===== src/rtl/i2c_tcalc_pkg.sv =====
package i2c_tcalc_pkg;

    // Sequencer states of the timing calculator
    typedef enum logic [2:0] {
        CS_IDLE,
        CS_RATE_DIV,
        CS_SETUP,
        CS_LOW_DIV,
        CS_HIGH_DIV
    } calc_state_e;

endpackage


===== src/rtl/i2c_tcalc_div.sv =====
// Restoring unsigned divider: one quotient bit per cycle, W steps per divide.
module i2c_tcalc_div #(
    parameter int W = 32
) (
    input  logic         clk,
    input  logic         rst_n,
    input  logic         go,
    input  logic [W-1:0] dividend,
    input  logic [W-1:0] divisor,
    output logic [W-1:0] quot,
    output logic [W-1:0] rem,
    output logic         valid
);
    localparam int CNT_W = $clog2(W + 1);

    logic [W-1:0]     quo_q;
    logic [W-1:0]     rem_q;
    logic [W-1:0]     dvs_q;
    logic [CNT_W-1:0] cnt_q;
    logic             busy_q;
    logic             valid_q;
    logic [W:0]       trial;

    // Partial remainder shifted by one bit, minus the divisor
    always_comb begin
        trial = {rem_q, quo_q[W-1]} - {1'b0, dvs_q};
    end

    always_ff @(posedge clk) begin
        if (!rst_n) begin
            quo_q   <= '0;
            rem_q   <= '0;
            dvs_q   <= '0;
            cnt_q   <= '0;
            busy_q  <= 1'b0;
            valid_q <= 1'b0;
        end else begin
            valid_q <= 1'b0;
            if (go && !busy_q) begin
                quo_q  <= dividend;
                rem_q  <= '0;
                dvs_q  <= divisor;
                cnt_q  <= CNT_W'(W);
                busy_q <= 1'b1;
            end else if (busy_q) begin
                if (!trial[W]) begin
                    rem_q <= trial[W-1:0];
                    quo_q <= {quo_q[W-2:0], 1'b1};
                end else begin
                    rem_q <= {rem_q[W-2:0], quo_q[W-1]};
                    quo_q <= {quo_q[W-2:0], 1'b0};
                end
                cnt_q <= cnt_q - CNT_W'(1);
                if (cnt_q == CNT_W'(1)) begin
                    busy_q  <= 1'b0;
                    valid_q <= 1'b1;
                end
            end
        end
    end

    assign quot  = quo_q;
    assign rem   = rem_q;
    assign valid = valid_q;

endmodule


===== src/rtl/i2c_tcalc_ratio.sv =====
// Forms the rounded-to-nearest numerators and the shared denominator
// that split the period count into low and high phases.
module i2c_tcalc_ratio #(
    parameter int W       = 32,
    parameter int DIVW    = 11,
    parameter int FAST_LO = 13,
    parameter int FAST_HI = 6,
    parameter int STD_LO  = 47,
    parameter int STD_HI  = 40
) (
    input  logic            fast,
    input  logic [DIVW-1:0] period,
    output logic [W-1:0]    low_num,
    output logic [W-1:0]    high_num,
    output logic [W-1:0]    den
);
    localparam int FAST_DEN = FAST_LO + FAST_HI;
    localparam int STD_DEN  = STD_LO + STD_HI;

    logic [W-1:0] lo_w;
    logic [W-1:0] hi_w;
    logic [W-1:0] half;

    always_comb begin
        if (fast) begin
            lo_w = W'(FAST_LO);
            hi_w = W'(FAST_HI);
            den  = W'(FAST_DEN);
            half = W'(FAST_DEN / 2);
        end else begin
            lo_w = W'(STD_LO);
            hi_w = W'(STD_HI);
            den  = W'(STD_DEN);
            half = W'(STD_DEN / 2);
        end
        low_num  = W'(period) * lo_w + half;
        high_num = W'(period) * hi_w + half;
    end

endmodule


===== src/rtl/i2c_tcalc_pack.sv =====
// Derives sample points, removes generator overhead and packs the three words.
module i2c_tcalc_pack #(
    parameter int CW           = 16,
    parameter int LOW_OVH      = 2,
    parameter int HIGH_OVH     = 7,
    parameter int LEADIN_FAST  = 15,
    parameter int BUSFREE_FAST = 32,
    parameter int LEADIN_STD   = 113,
    parameter int BUSFREE_STD  = 113
) (
    input  logic          fast,
    input  logic [CW-1:0] low_cnt,
    input  logic [CW-1:0] high_cnt,
    output logic [2*CW-1:0] hi_word,
    output logic [2*CW-1:0] lo_word,
    output logic [2*CW-1:0] gap_word
);
    logic [CW-1:0] rcv_pt;
    logic [CW-1:0] xmit_pt;
    logic [CW-1:0] leadin;
    logic [CW-1:0] busfree;

    always_comb begin
        rcv_pt  = CW'(({2'b00, high_cnt} * (CW+2)'(3)) >> 3);
        xmit_pt = CW'(({2'b00, low_cnt} * (CW+2)'(3)) >> 3);
        leadin  = fast ? CW'(LEADIN_FAST)  : CW'(LEADIN_STD);
        busfree = fast ? CW'(BUSFREE_FAST) : CW'(BUSFREE_STD);
        hi_word  = {high_cnt - CW'(HIGH_OVH), rcv_pt};
        lo_word  = {low_cnt - CW'(LOW_OVH), xmit_pt};
        gap_word = {busfree, leadin};
    end

endmodule


===== src/rtl/i2c_tcalc.sv =====
module i2c_tcalc
    import i2c_tcalc_pkg::*;
#(
    parameter int SPEED_W         = 32,
    parameter int FIELD_W         = 16,
    parameter int CLK_HZ          = 24_000_000,
    parameter int DIV_MIN         = 25,
    parameter int DIV_MAX         = 1897,
    parameter int FAST_ABOVE_HZ   = 100_000,
    parameter int FAST_LO         = 13,
    parameter int FAST_HI         = 6,
    parameter int STD_LO          = 47,
    parameter int STD_HI          = 40,
    parameter int LOW_OVH         = 2,
    parameter int HIGH_OVH        = 7,
    parameter int FAST_LEADIN_NS  = 600,
    parameter int FAST_BUSFREE_NS = 1300,
    parameter int STD_LEADIN_NS   = 4700,
    parameter int STD_BUSFREE_NS  = 4700
) (
    input  logic                 clk,
    input  logic                 rst_n,
    input  logic                 start,
    input  logic [SPEED_W-1:0]   speed_hz,
    output logic                 done,
    output logic                 clamped,
    output logic [2*FIELD_W-1:0] hi_word,
    output logic [2*FIELD_W-1:0] lo_word,
    output logic [2*FIELD_W-1:0] gap_word
);
    localparam int DIVW         = $clog2(DIV_MAX + 1);
    localparam int CLK_MHZ      = CLK_HZ / 1_000_000;
    localparam int LEADIN_FAST  = (FAST_LEADIN_NS * CLK_MHZ + 999) / 1000;
    localparam int BUSFREE_FAST = (FAST_BUSFREE_NS * CLK_MHZ + 999) / 1000;
    localparam int LEADIN_STD   = (STD_LEADIN_NS * CLK_MHZ + 999) / 1000;
    localparam int BUSFREE_STD  = (STD_BUSFREE_NS * CLK_MHZ + 999) / 1000;

    calc_state_e state_q, state_d;

    logic               div_go;
    logic [SPEED_W-1:0] div_dividend;
    logic [SPEED_W-1:0] div_divisor;
    logic [SPEED_W-1:0] div_quot;
    logic [SPEED_W-1:0] div_rem;
    logic               div_valid;
    logic [SPEED_W-1:0] period_raw;

    logic               fast_q;
    logic               clamp_q;
    logic [DIVW-1:0]    period_q;
    logic [FIELD_W-1:0] low_q;

    logic [SPEED_W-1:0] low_num, high_num, ratio_den;
    logic [2*FIELD_W-1:0] hi_nx, lo_nx, gap_nx;

    logic                 done_q;
    logic                 clamped_q;
    logic [2*FIELD_W-1:0] hi_q, lo_q, gap_q;

    i2c_tcalc_div #(.W(SPEED_W)) u_div (
        .clk      (clk),
        .rst_n    (rst_n),
        .go       (div_go),
        .dividend (div_dividend),
        .divisor  (div_divisor),
        .quot     (div_quot),
        .rem      (div_rem),
        .valid    (div_valid)
    );

    i2c_tcalc_ratio #(
        .W       (SPEED_W),
        .DIVW    (DIVW),
        .FAST_LO (FAST_LO),
        .FAST_HI (FAST_HI),
        .STD_LO  (STD_LO),
        .STD_HI  (STD_HI)
    ) u_ratio (
        .fast     (fast_q),
        .period   (period_q),
        .low_num  (low_num),
        .high_num (high_num),
        .den      (ratio_den)
    );

    i2c_tcalc_pack #(
        .CW           (FIELD_W),
        .LOW_OVH      (LOW_OVH),
        .HIGH_OVH     (HIGH_OVH),
        .LEADIN_FAST  (LEADIN_FAST),
        .BUSFREE_FAST (BUSFREE_FAST),
        .LEADIN_STD   (LEADIN_STD),
        .BUSFREE_STD  (BUSFREE_STD)
    ) u_pack (
        .fast     (fast_q),
        .low_cnt  (low_q),
        .high_cnt (FIELD_W'(div_quot)),
        .hi_word  (hi_nx),
        .lo_word  (lo_nx),
        .gap_word (gap_nx)
    );

    // Ceiling of the rate division: bump the quotient on a nonzero remainder
    assign period_raw = div_quot + SPEED_W'(div_rem != '0);

    // State register
    always_ff @(posedge clk) begin
        if (!rst_n) state_q <= CS_IDLE;
        else        state_q <= state_d;
    end

    // Next-state logic
    always_comb begin
        state_d = state_q;
        unique case (state_q)
            CS_IDLE:     if (start) state_d = (speed_hz == '0) ? CS_SETUP : CS_RATE_DIV;
            CS_RATE_DIV: if (div_valid) state_d = CS_SETUP;
            CS_SETUP:    state_d = CS_LOW_DIV;
            CS_LOW_DIV:  if (div_valid) state_d = CS_HIGH_DIV;
            CS_HIGH_DIV: if (div_valid) state_d = CS_IDLE;
            default:     state_d = CS_IDLE;
        endcase
    end

    // Divider operand selection and launch
    always_comb begin
        div_go       = 1'b0;
        div_dividend = SPEED_W'(CLK_HZ);
        div_divisor  = speed_hz;
        unique case (state_q)
            CS_IDLE: begin
                div_go = start && (speed_hz != '0);
            end
            CS_SETUP: begin
                div_go       = 1'b1;
                div_dividend = low_num;
                div_divisor  = ratio_den;
            end
            CS_LOW_DIV: begin
                div_go       = div_valid;
                div_dividend = high_num;
                div_divisor  = ratio_den;
            end
            default: begin
                div_go = 1'b0;
            end
        endcase
    end

    // Datapath and output registers
    always_ff @(posedge clk) begin
        if (!rst_n) begin
            fast_q    <= 1'b0;
            clamp_q   <= 1'b0;
            period_q  <= '0;
            low_q     <= '0;
            done_q    <= 1'b0;
            clamped_q <= 1'b0;
            hi_q      <= '0;
            lo_q      <= '0;
            gap_q     <= '0;
        end else begin
            done_q <= 1'b0;
            unique case (state_q)
                CS_IDLE: begin
                    if (start) begin
                        fast_q <= (speed_hz > SPEED_W'(FAST_ABOVE_HZ));
                        if (speed_hz == '0) begin
                            period_q <= DIVW'(DIV_MAX);
                            clamp_q  <= 1'b1;
                        end
                    end
                end
                CS_RATE_DIV: begin
                    if (div_valid) begin
                        if (period_raw < SPEED_W'(DIV_MIN)) begin
                            period_q <= DIVW'(DIV_MIN);
                            clamp_q  <= 1'b1;
                        end else if (period_raw > SPEED_W'(DIV_MAX)) begin
                            period_q <= DIVW'(DIV_MAX);
                            clamp_q  <= 1'b1;
                        end else begin
                            period_q <= DIVW'(period_raw);
                            clamp_q  <= 1'b0;
                        end
                    end
                end
                CS_LOW_DIV: begin
                    if (div_valid) low_q <= FIELD_W'(div_quot);
                end
                CS_HIGH_DIV: begin
                    if (div_valid) begin
                        hi_q      <= hi_nx;
                        lo_q      <= lo_nx;
                        gap_q     <= gap_nx;
                        clamped_q <= clamp_q;
                        done_q    <= 1'b1;
                    end
                end
                default: begin
                    done_q <= 1'b0;
                end
            endcase
        end
    end

    assign done     = done_q;
    assign clamped  = clamped_q;
    assign hi_word  = hi_q;
    assign lo_word  = lo_q;
    assign gap_word = gap_q;

endmodule


===== config.mk =====
export PLATFORM = sky130hd
export DESIGN_NAME = i2c_tcalc
export DESIGN_NICKNAME = d
export VERILOG_FILES = /design/src/rtl/i2c_tcalc_pkg.sv /design/src/rtl/i2c_tcalc_div.sv /design/src/rtl/i2c_tcalc_ratio.sv /design/src/rtl/i2c_tcalc_pack.sv /design/src/rtl/i2c_tcalc.sv
export SDC_FILE = /design/constraint.sdc
export NUM_CORES = 1
export LEC_CHECK = 0
export BUFFER_PORTS_ARGS = -buffer_cell sky130_fd_sc_hd__buf_4
export CAP_MARGIN = 20
export CORE_UTILIZATION = 35
export CTS_CLUSTER_SIZE = 12
export DETAILED_ROUTE_END_ITERATION = 8
export GPL_ROUTABILITY_DRIVEN = 1
export PLACE_DENSITY = 0.57
export RECOVER_POWER = 50
export SETUP_SLACK_MARGIN = 0.5
export SYNTH_ARGS = -nofsm -noshare
export SYNTH_HDL_FRONTEND = slang
export SYNTH_SLANG_ARGS = --single-unit

===== constraint.sdc =====
create_clock -name clk -period 12.7 [get_ports clk]
set_clock_uncertainty 0.15 [all_clocks]
set_input_delay 3.175 -clock clk [delete_from_list [all_inputs] [get_ports clk]]
set_output_delay 3.175 -clock clk [all_outputs]
set_load 0.01 [all_outputs]

Word level (Yosys, flattened, before mapping):

Cells that the tools add are included.

* input bits: 35
* word-level logic and storage cells: 99
* output and inout port bits: 98
* flip-flop bits (word level): 232

* $mul: 4
* bitwise operators: 2
* $lt $le $gt $ge: 3
* $add $sub $neg: 7
* eq/ne operators: 10
* multiplexer cells: 38
* reduce and logical (&&, ||, !) cells: 18

Operators with widths (number)
* 2-to-1 mux 32 bit: 4
* adder 32 x 6 -> 32 bit: 2
* case mux 32 bit (2 select lines): 1
* nonzero test 32 bit: 2
* 2-to-1 mux 11 bit: 5
* multiplier 16 x 2 -> 18 bit (second input constant): 2
* multiplier 11 x 6 -> 17 bit: 2
* subtractor 33 x 32 -> 33 bit: 1
* adder 32 x 1 -> 32 bit: 1
* > comparator 32 x 11 -> 1 bit (second input constant): 1
* > comparator 32 x 17 -> 1 bit (second input constant): 1
* zero test 32 bit: 1
* less-than comparator 32 x 5 -> 1 bit (second input constant): 1
* 2-to-1 mux 6 bit: 5
* case mux 11 bit (2 select lines): 1
* 2-to-1 mux 7 bit: 3
* subtractor 16 x 2 -> 16 bit (second input constant): 1
* subtractor 16 x 3 -> 16 bit (second input constant): 1
* case mux 3 bit (5 select lines): 1
* 2-to-1 mux 3 bit: 4
* 2-to-1 mux 1 bit: 11
* AND reduction 2 bit: 4
* AND reduction 4 bit: 2
* equality test 3 x 2 -> 1 bit (second input constant): 2
* 16 further kinds: 23

Logic depth before layout (Yosys ltp):

Gate-level depths: netlist of run 1.

* depth in word-level cells: 7
* depth in mapped cells: 21

Modules after synthesis:

From an unflattened synthesis of run 1, not the netlist that was laid out.

* cells, all modules: 2532
* area, all modules: 19298.5 um^2

By module, submodules not included
* i2c_tcalc: cells an instance 928, area an instance 6603.8 um^2, instances 1
* i2c_tcalc_div: cells an instance 816, area an instance 6228.5 um^2, instances 1
* i2c_tcalc_ratio: cells an instance 450, area an instance 3912.5 um^2, instances 1
* i2c_tcalc_pack: cells an instance 338, area an instance 2553.7 um^2, instances 1

Least setup slack after synthesis of run 1:

Ideal clock, no wire load.

* kind: in2reg
* start: in speed_hz[21]
* end: reg u_div.rem_q[19], in the netlist u_div.rem[19]
* data arrival time: 5.002 ns
* cell stages on the path: 9
* path buffers: 0
* slack: 7.474 ns
* library setup time: 0.074 ns
* cells stage by stage: nor4_1 nand4_1 nor3_1 nor2_1 nor2_1 nor2_1 nor2_1 o21ai_0 a31oi_1

* longest elaborated chain between the ends: 5

Ends and longest elaborated chain
* start: declaration: RTL line i2c_tcalc.sv:24 `input logic [SPEED_W-1:0] speed_hz,`
* nonzero test 32 bit: RTL line i2c_tcalc.sv:132 `div_go = start && (speed_hz != '0);`
* logical AND 1 bit: RTL line i2c_tcalc.sv:132
* case mux 1 bit (3 select lines): RTL line i2c_tcalc.sv:130 `unique case (state_q)`
* logical AND 1 bit: RTL line i2c_tcalc_div.sv:39 `if (go && !busy_q) begin`
* OR reduction 2 bit (no line)
* end signal: assignment: RTL line i2c_tcalc_div.sv:47 `rem_q <= trial[W-1:0];`
* end signal: assignment: RTL line i2c_tcalc_div.sv:50 `rem_q <= {rem_q[W-2:0], quo_q[W-1]};`
* end: declaration: RTL line i2c_tcalc_div.sv:17 `logic [W-1:0] rem_q;`

Every way passes these cells.
A chain may end at the register's enable or synchronous reset.

Worst setup path after layout of run 1:

* start: in rst_n
* end: reg hi_q[0], in the netlist hi_word[0]

RTL lines
* start: declaration: RTL line i2c_tcalc.sv:22 `input logic rst_n,`
* end signal: assignment: RTL line i2c_tcalc.sv:193 `hi_q <= hi_nx;`
* end: declaration: RTL line i2c_tcalc.sv:58 `logic [2*FIELD_W-1:0] hi_q, lo_q, gap_q;`

No word-level cell between the ends.

==> results of run 1 <==
==> metrics by stage <==
stage / utilization / total power (W) / setup slack [ns] / area, µm²
after CTS: 0.399 / 0.00238 / 5.83 / 17600
after global placement: 0.381 / 0.00166 / 5.49 / 16800
after global routing: 0.392 / 0.00253 / 3.77 / 17400
after floorplan: - / 0.00144 / 7.47 / 15700
after detailed placement: 0.381 / 0.00167 / 5.29 / 16800
final: 0.392 / 0.00236 / 4.28 / 17400
==> flip-flops by register name, indices dropped and copies added, names as in the netlist, 6 cells and up <==
signal / count
u_div.dvs_q: 32
u_div.quot: 32
u_div.rem: 32
hi_word: 31
lo_word: 31
low_q: 16
period_q: 11
u_div.cnt_q: 6
==> worst register-to-register path, stage by stage, from the launching register on <==
cell	delay, ns
dfxtp_1	0.60
nor2b_1	0.53
xor2_1	0.15
ha_1	0.32
inv_1	0.05
fa_1	0.48
fa_1	0.56
inv_1	0.05
ha_1	0.33
o21a_1	0.15
o211a_1	0.24
o31a_1	0.29
o31ai_2	0.31
nor3b_4	0.37
nand4b_4	0.18
or3_1	0.43
a31oi_1	0.20
nor2_1	0.05
==> routing by layer <==
layer,track usage,vias to the layer above
met1,0.246,6486
met4,0.0350,0
met3,0.0196,42
met2,0.314,269
li1,-,6956
met5,0,-
==> how the worst max path moves through the flow <==
stage,start,end,slack (ns),cells past startpoint
5_1_grt,rst_n,hi_word[0],3.77,4
2_1_floorplan,speed_hz[21],u_div.rem[19],7.47,9
3_3_place_gp,speed_hz[29],u_div.rem[19],5.49,10
4_1_cts,speed_hz[29],u_div.rem[26],5.83,10
3_5_place_dp,speed_hz[29],u_div.rem[26],5.29,10
6_report,rst_n,hi_word[0],4.28,4
==> cell usage in the layout, fill, tap and decap left out, types with 11 or more instances in the layout <==
master,netlist,layout
nand2_1,248,248
dfxtp_1,203,202
nor2_1,177,177
inv_1,169,168
ha_1,168,168
a21oi_1,162,162
xnor2_1,91,90
clkbuf_1,78,84
o21ai_0,77,78
nor3_1,51,50
a211oi_1,46,46
xor2_1,42,42
buf_4,32,41
fa_1,38,38
nand3_1,36,35
nor2b_1,33,33
and2_1,34,33
clkbuf_16,0,25
conb_1,1,23
nor4_1,22,22
a311oi_1,22,22
a21o_1,21,21
nand4_1,18,18
and3_1,18,17
o21a_1,17,17
nand2b_1,15,15
or3_1,15,15
a31oi_1,15,15
o211ai_1,11,11
==> cells by family after synthesis <==
logic type,after synthesis
AO/OA/AOI/OAI,461
other,1
adder cells (fa/ha/maj),206
buffers and inverters,285
XOR/XNOR,134
multiplexers,10
AND/OR/NAND/NOR,702
flip-flops,203
==> final cells by class <==
cell class | count | area (µm²)
flip-flops and latches | 203 | 4070
fillers | 4605 | 26900
clock inverters | 9 | 101
well taps | 592 | 741
inverters | 170 | 639
clock buffers | 35 | 693
multi-input cells | 1536 | 10500
repair buffers | 119 | 608
==> power groups by stage <==
stage	Sequential [W]	Clock (W)	Combinational, W
4_1_cts	0.000741	0.000718	0.000916
5_1_grt	0.000749	0.000745	0.00103
2_1_floorplan	0.000729	0	0.000713
6_report	0.000741	0.000700	0.000917
3_3_place_gp	0.000755	0	0.000906
3_5_place_dp	0.000755	0	0.000911
==> run_results.csv, run 1 <==
group,metric,value,unit
clock_network,cts_buffers,24,
clock_network,path_clk_slew,0.06,ns
sta,max_freq,119,MHz
detailed_routing,met3_length,1.68,mm
detailed_routing,top_layer,"met4",
pwr,leakage,7.47,nW
yosys,synth_fa_ha_area_frac,0.183,
die,initial_utilization,0.354,
clock_network,cts.sinks,203,
sta,hold_ws,0.301,ns
yosys,synth-xor-area-share,0.0754,
die,fp-row-count,77,
yosys,ys.flop_type,"dfxtp_1",
flow_run,drv_cap,3,
yosys,yosysTopAreaCell,"dfxtp_1",
sta,tightest_slew,3.07,ns
layout,antenna_cells,0,
worst_setup_path,startpoint_type,"input port",
global_routing,grt_max_degree,109,
min_path,holdPathStages,2,
layout,areaGrowthSynthToFinish,10.8,%
die,die_h,214,µm
worst_setup_path,arrival,8.66,ns
detailed_routing,ant_nets,0,
global_routing,overflow,0,
worst_setup_path,cp_cell_sequence,"clkbuf_1, clkinvlp_2, clkbuf_1, a211oi_1",
pwr,ir_worst_vdd,0.121,mV
yosys,ys_warn_count,0,
yosys,synth_seq_cells,203,
worst_setup_path,worstReg2RegEnd,"u_div.quot[13]",
yosys,synth_top_family_by_area,"simple AND/OR/NAND/NOR gates",
min_path,hold_path_end,"lo_word[1]",
status,status,"finished with violations",
min_path,hp-start,"lo_word[1]",
die,die_area,45600,µm²
pwr,seqPwrFrac,0.314,
placement,dpl.cell_count,2619,
global_routing,grt_pass1_wl,67.9,mm
placement,dp_hpwl,31.2,mm
yosys,synth.area.top_cells,"dfxtp_1 26%, ha_1 13%, nand2_1 5.9%",
layout,final_cells,2664,
pwr,p_switching,0.000905,W
status,failed_checks,"max-capacitance violations, max-slew violations",
clock_network,cts_root_buf,"clkbuf_16",
sta,rsz0062_at_grt,"no",
clock_network,htreeDepth,1,
sta,period_needed,8.42,ns
yosys,synthCells,2002,
worst_setup_path,crit_family,"buffers and inverters",
yosys,yosysUniqueCellTypes,80,
placement,io_buffers,109,
detailed_routing,vias,13800,
clock_network,postCtsSetupBuffers,0,
detailed_routing,dr.first_iter.drc_count,742,
global_routing,grt_pass1_vias,13300,
layout,drive_above_1_share,0.0516,
worst_setup_path,crit_top_cell,"clkbuf_1",
yosys,synth_area,15700,µm²
clock_network,clk_path_buf_depth,3,
worst_setup_path,end_kind,"flip-flop",
yosys,synth_edf_count,0,
clock_network,cts-resized-gates,0,
yosys,synth-async-reset-ratio,0,
pwr,p_clk_frac,0.297,
sta,setup_viol,0,
yosys,synth-seq-area-share,0.259,
detailed_routing,wl_per_cell,15.5,µm
worst_setup_path,rr_startpoint,"period_q[5]",
global_routing,antenna_found_initial,0,
worst_setup_path,worstSetupPathType,"input port to flip-flop",
die,ios,133,
pwr,sw_frac_of_total,0.384,
sta,hold_violations,0,
yosys,synth-compound-area-share,0.188,
global_routing,grt_usage,0.182,
pwr,p_int,0.00145,W
sta,finalMaxSlewViolations,153,
sta,relSlewSlack,-1.05,
worst_setup_path,cpMaxStageDelayCell,"clkinvlp_2",
worst_setup_path,worst-path-buf-inv,3,
worst_setup_path,rrSetupSlack,7.08,ns
yosys,synth_simple_gate_area_frac,0.212,
detailed_routing,m1WireLength,19.5,mm
detailed_routing,routed-wl-met2,19.4,mm
yosys,syn_avg_cell_area,7.82,µm²
pwr,comb_power_share,0.389,
worst_setup_path,critPathMaxStageDelay,2.20,ns
sta,fin_crit_sh,0.663,
detailed_routing,wl,41.4,mm
min_path,hold_path.class,"flip-flop to flip-flop",
worst_setup_path,rr_worst_depth,17,
worst_setup_path,cp_max_fo,72,
yosys,synth.top_cell.area_share,0.259,
detailed_routing,drt-pass1-iter-count,7,
clock_network,cts_tree,"done",
yosys,post-synth-top-count-cell,"nand2_1",
yosys,synth_mux_area_frac,0.00655,
yosys,ys_top_cells_by_count,"248 x nand2_1, 203 x dfxtp_1, 177 x nor2_1",
placement,gp_congestion,0.862,
clock_network,hold_buffers,0,
clock_network,clk_latency,0.53,ns
detailed_routing,via_per_inst,5.16,
pwr,p_per_area,136,nW/µm²
die,coreArea,44200,µm²
die,chipWidth,214,µm
sta,setup_tns,0,ns
layout,num-nets-final,2295,
detailed_routing,post-route-drc-count,0,
worst_setup_path,cp_data_required_time,12.94,ns
(Power assumes the default switching activity.)
==> run 2, diff against run 1 <==
PLACE_DENSITY = 0.59   (was 0.57)
clock period = 7.55 ns   (was 12.7 ns; I/O delays follow)
==> run_results.csv, run 2 (synthesized netlist as in run 1, its figures left out) <==
group,metric,value,unit
status,status,"finished with violations",
status,failed_checks,"max-capacitance violations, max-slew violations",
global_routing,grt_usage,0.179,
worst_setup_path,arrival,5.67,ns
pwr,ir_worst_vdd,0.233,mV
detailed_routing,dr.first_iter.drc_count,792,
clock_network,hold_buffers,0,
sta,max_freq,181,MHz
die,initial_utilization,0.354,
pwr,seqPwrFrac,0.325,
clock_network,path_clk_slew,0.06,ns
pwr,comb_power_share,0.401,
sta,setup_viol,0,
clock_network,clk_path_buf_depth,3,
placement,io_buffers,109,
global_routing,grt_pass1_vias,12900,
worst_setup_path,startpoint_type,"input port",
clock_network,cts-resized-gates,0,
detailed_routing,routed-wl-met2,19.1,mm
pwr,p_switching,0.00148,W
sta,hold_violations,0,
worst_setup_path,cp_max_fo,63,
detailed_routing,wl_per_cell,15.4,µm
detailed_routing,via_per_inst,5.19,
clock_network,cts.sinks,203,
die,ios,133,
detailed_routing,m1WireLength,19.8,mm
layout,areaGrowthSynthToFinish,10.2,%
placement,dpl.cell_count,2621,
global_routing,grt_max_degree,115,
pwr,sw_frac_of_total,0.387,
sta,relSlewSlack,-0.918,
placement,gp_congestion,0.874,
global_routing,overflow,0,
sta,finalMaxSlewViolations,61,
detailed_routing,drt-pass1-iter-count,5,
pwr,p_clk_frac,0.275,
sta,period_needed,5.54,ns
clock_network,cts_buffers,22,
clock_network,cts_root_buf,"clkbuf_16",
pwr,p_int,0.00235,W
layout,drive_above_1_share,0.0499,
sta,tightest_slew,2.88,ns
detailed_routing,vias,13800,
detailed_routing,met3_length,1.59,mm
layout,final_cells,2658,
placement,dp_hpwl,31.0,mm
pwr,p_per_area,222,nW/µm²
layout,num-nets-final,2294,
global_routing,grt_pass1_wl,66.8,mm
detailed_routing,top_layer,"met4",
clock_network,postCtsSetupBuffers,0,
die,die_h,214,µm
sta,fin_crit_sh,0.733,
worst_setup_path,worstSetupPathType,"input port to flip-flop",
sta,rsz0062_at_grt,"no",
die,coreArea,44200,µm²
detailed_routing,wl,41.0,mm
layout,final_common_cell,"nand2_1",
global_routing,antenna_found_initial,0,
worst_setup_path,end_kind,"flip-flop",
die,chipWidth,214,µm
die,die_area,45600,µm²
die,fp-row-count,77,
pwr,leakage,7.43,nW
detailed_routing,ant_nets,0,
sta,setup_tns,0,ns
flow_run,drv_cap,1,
clock_network,cts_tree,"done",
sta,hold_ws,0.301,ns
detailed_routing,post-route-drc-count,0,
layout,final_cell_mix,"248 x nand2_1, 202 x dfxtp_1, 177 x nor2_1, 168 x inv_1, 168 x ha_1",
clock_network,clk_latency,0.52,ns
min_path,hold_path.class,"flip-flop to flip-flop",
clock_network,htreeDepth,1,
worst_setup_path,cp_data_required_time,7.69,ns
layout,antenna_cells,0,
==> run 2: changes by cell type in the layout (fill, tap and decap cells not counted), sizes merged <==
cell      change
bufinv        -2
buf           +1
clkbuf        -1
clkinvlp      -2
clkinv        -2
==> run 2: path summary, 6_finish.rpt <==
check | startpoint | to | slack [ns] | depth (start not counted)
setup reg to reg | period_q[7] | u_div.quot[13] | 2.24 | 16
setup / recovery | rst_n | u_div.quot[15] | 2.01 | 4
hold reg to reg | lo_word[6] | lo_word[6] | 0.30 | 2
hold / removal | lo_word[6] | lo_word[6] | 0.30 | 2
==> run 2: per-layer routing <==
| layer | track usage | vias to the layer above |
|---|---|---|
| met5 | 0 | - |
| met2 | 0.305 | 263 |
| met1 | 0.248 | 6553 |
| met4 | 0.0241 | 0 |
| met3 | 0.0202 | 42 |
| li1 | - | 6943 |
==> run 2: cell type report <==
class                   count  area (µm²)
inverters                 170         641
repair buffers            120         612
fillers                  4654       27000
multi-input cells        1536       10500
well taps                 592         741
clock inverters             3        15.0
flip-flops and latches    203        4070
clock buffers              34         677
==> run 2: metrics by stage <==
| step | cell area [µm²] | utilization | total power, W | setup slack (ns) |
|---|---|---|---|---|
| 4_1_cts | 17500 | 0.397 | 0.00386 | 2.35 |
| 5_1_grt | 17300 | 0.390 | 0.00410 | 1.51 |
| 2_1_floorplan | 15700 | - | 0.00243 | 2.77 |
| 3_3_place_gp | 16900 | 0.381 | 0.00277 | 2.41 |
| 6_report | 17300 | 0.390 | 0.00384 | 2.01 |
| 3_5_place_dp | 16900 | 0.381 | 0.00279 | 2.35 |
==> run 2: worst max-delay path, stage by stage <==
cell	delay, ns
clkbuf_1	0.57
inv_4	0.79
clkbuf_1	2.07
o22ai_1	0.27
==> run 2: power groups by stage <==
stage	clock network, W	registers, W	logic [W]
6_report	0.00105	0.00125	0.00154
5_1_grt	0.00113	0.00126	0.00171
4_1_cts	0.00109	0.00124	0.00153
3_5_place_dp	0	0.00127	0.00152
3_3_place_gp	0	0.00127	0.00150
2_1_floorplan	0	0.00123	0.00120
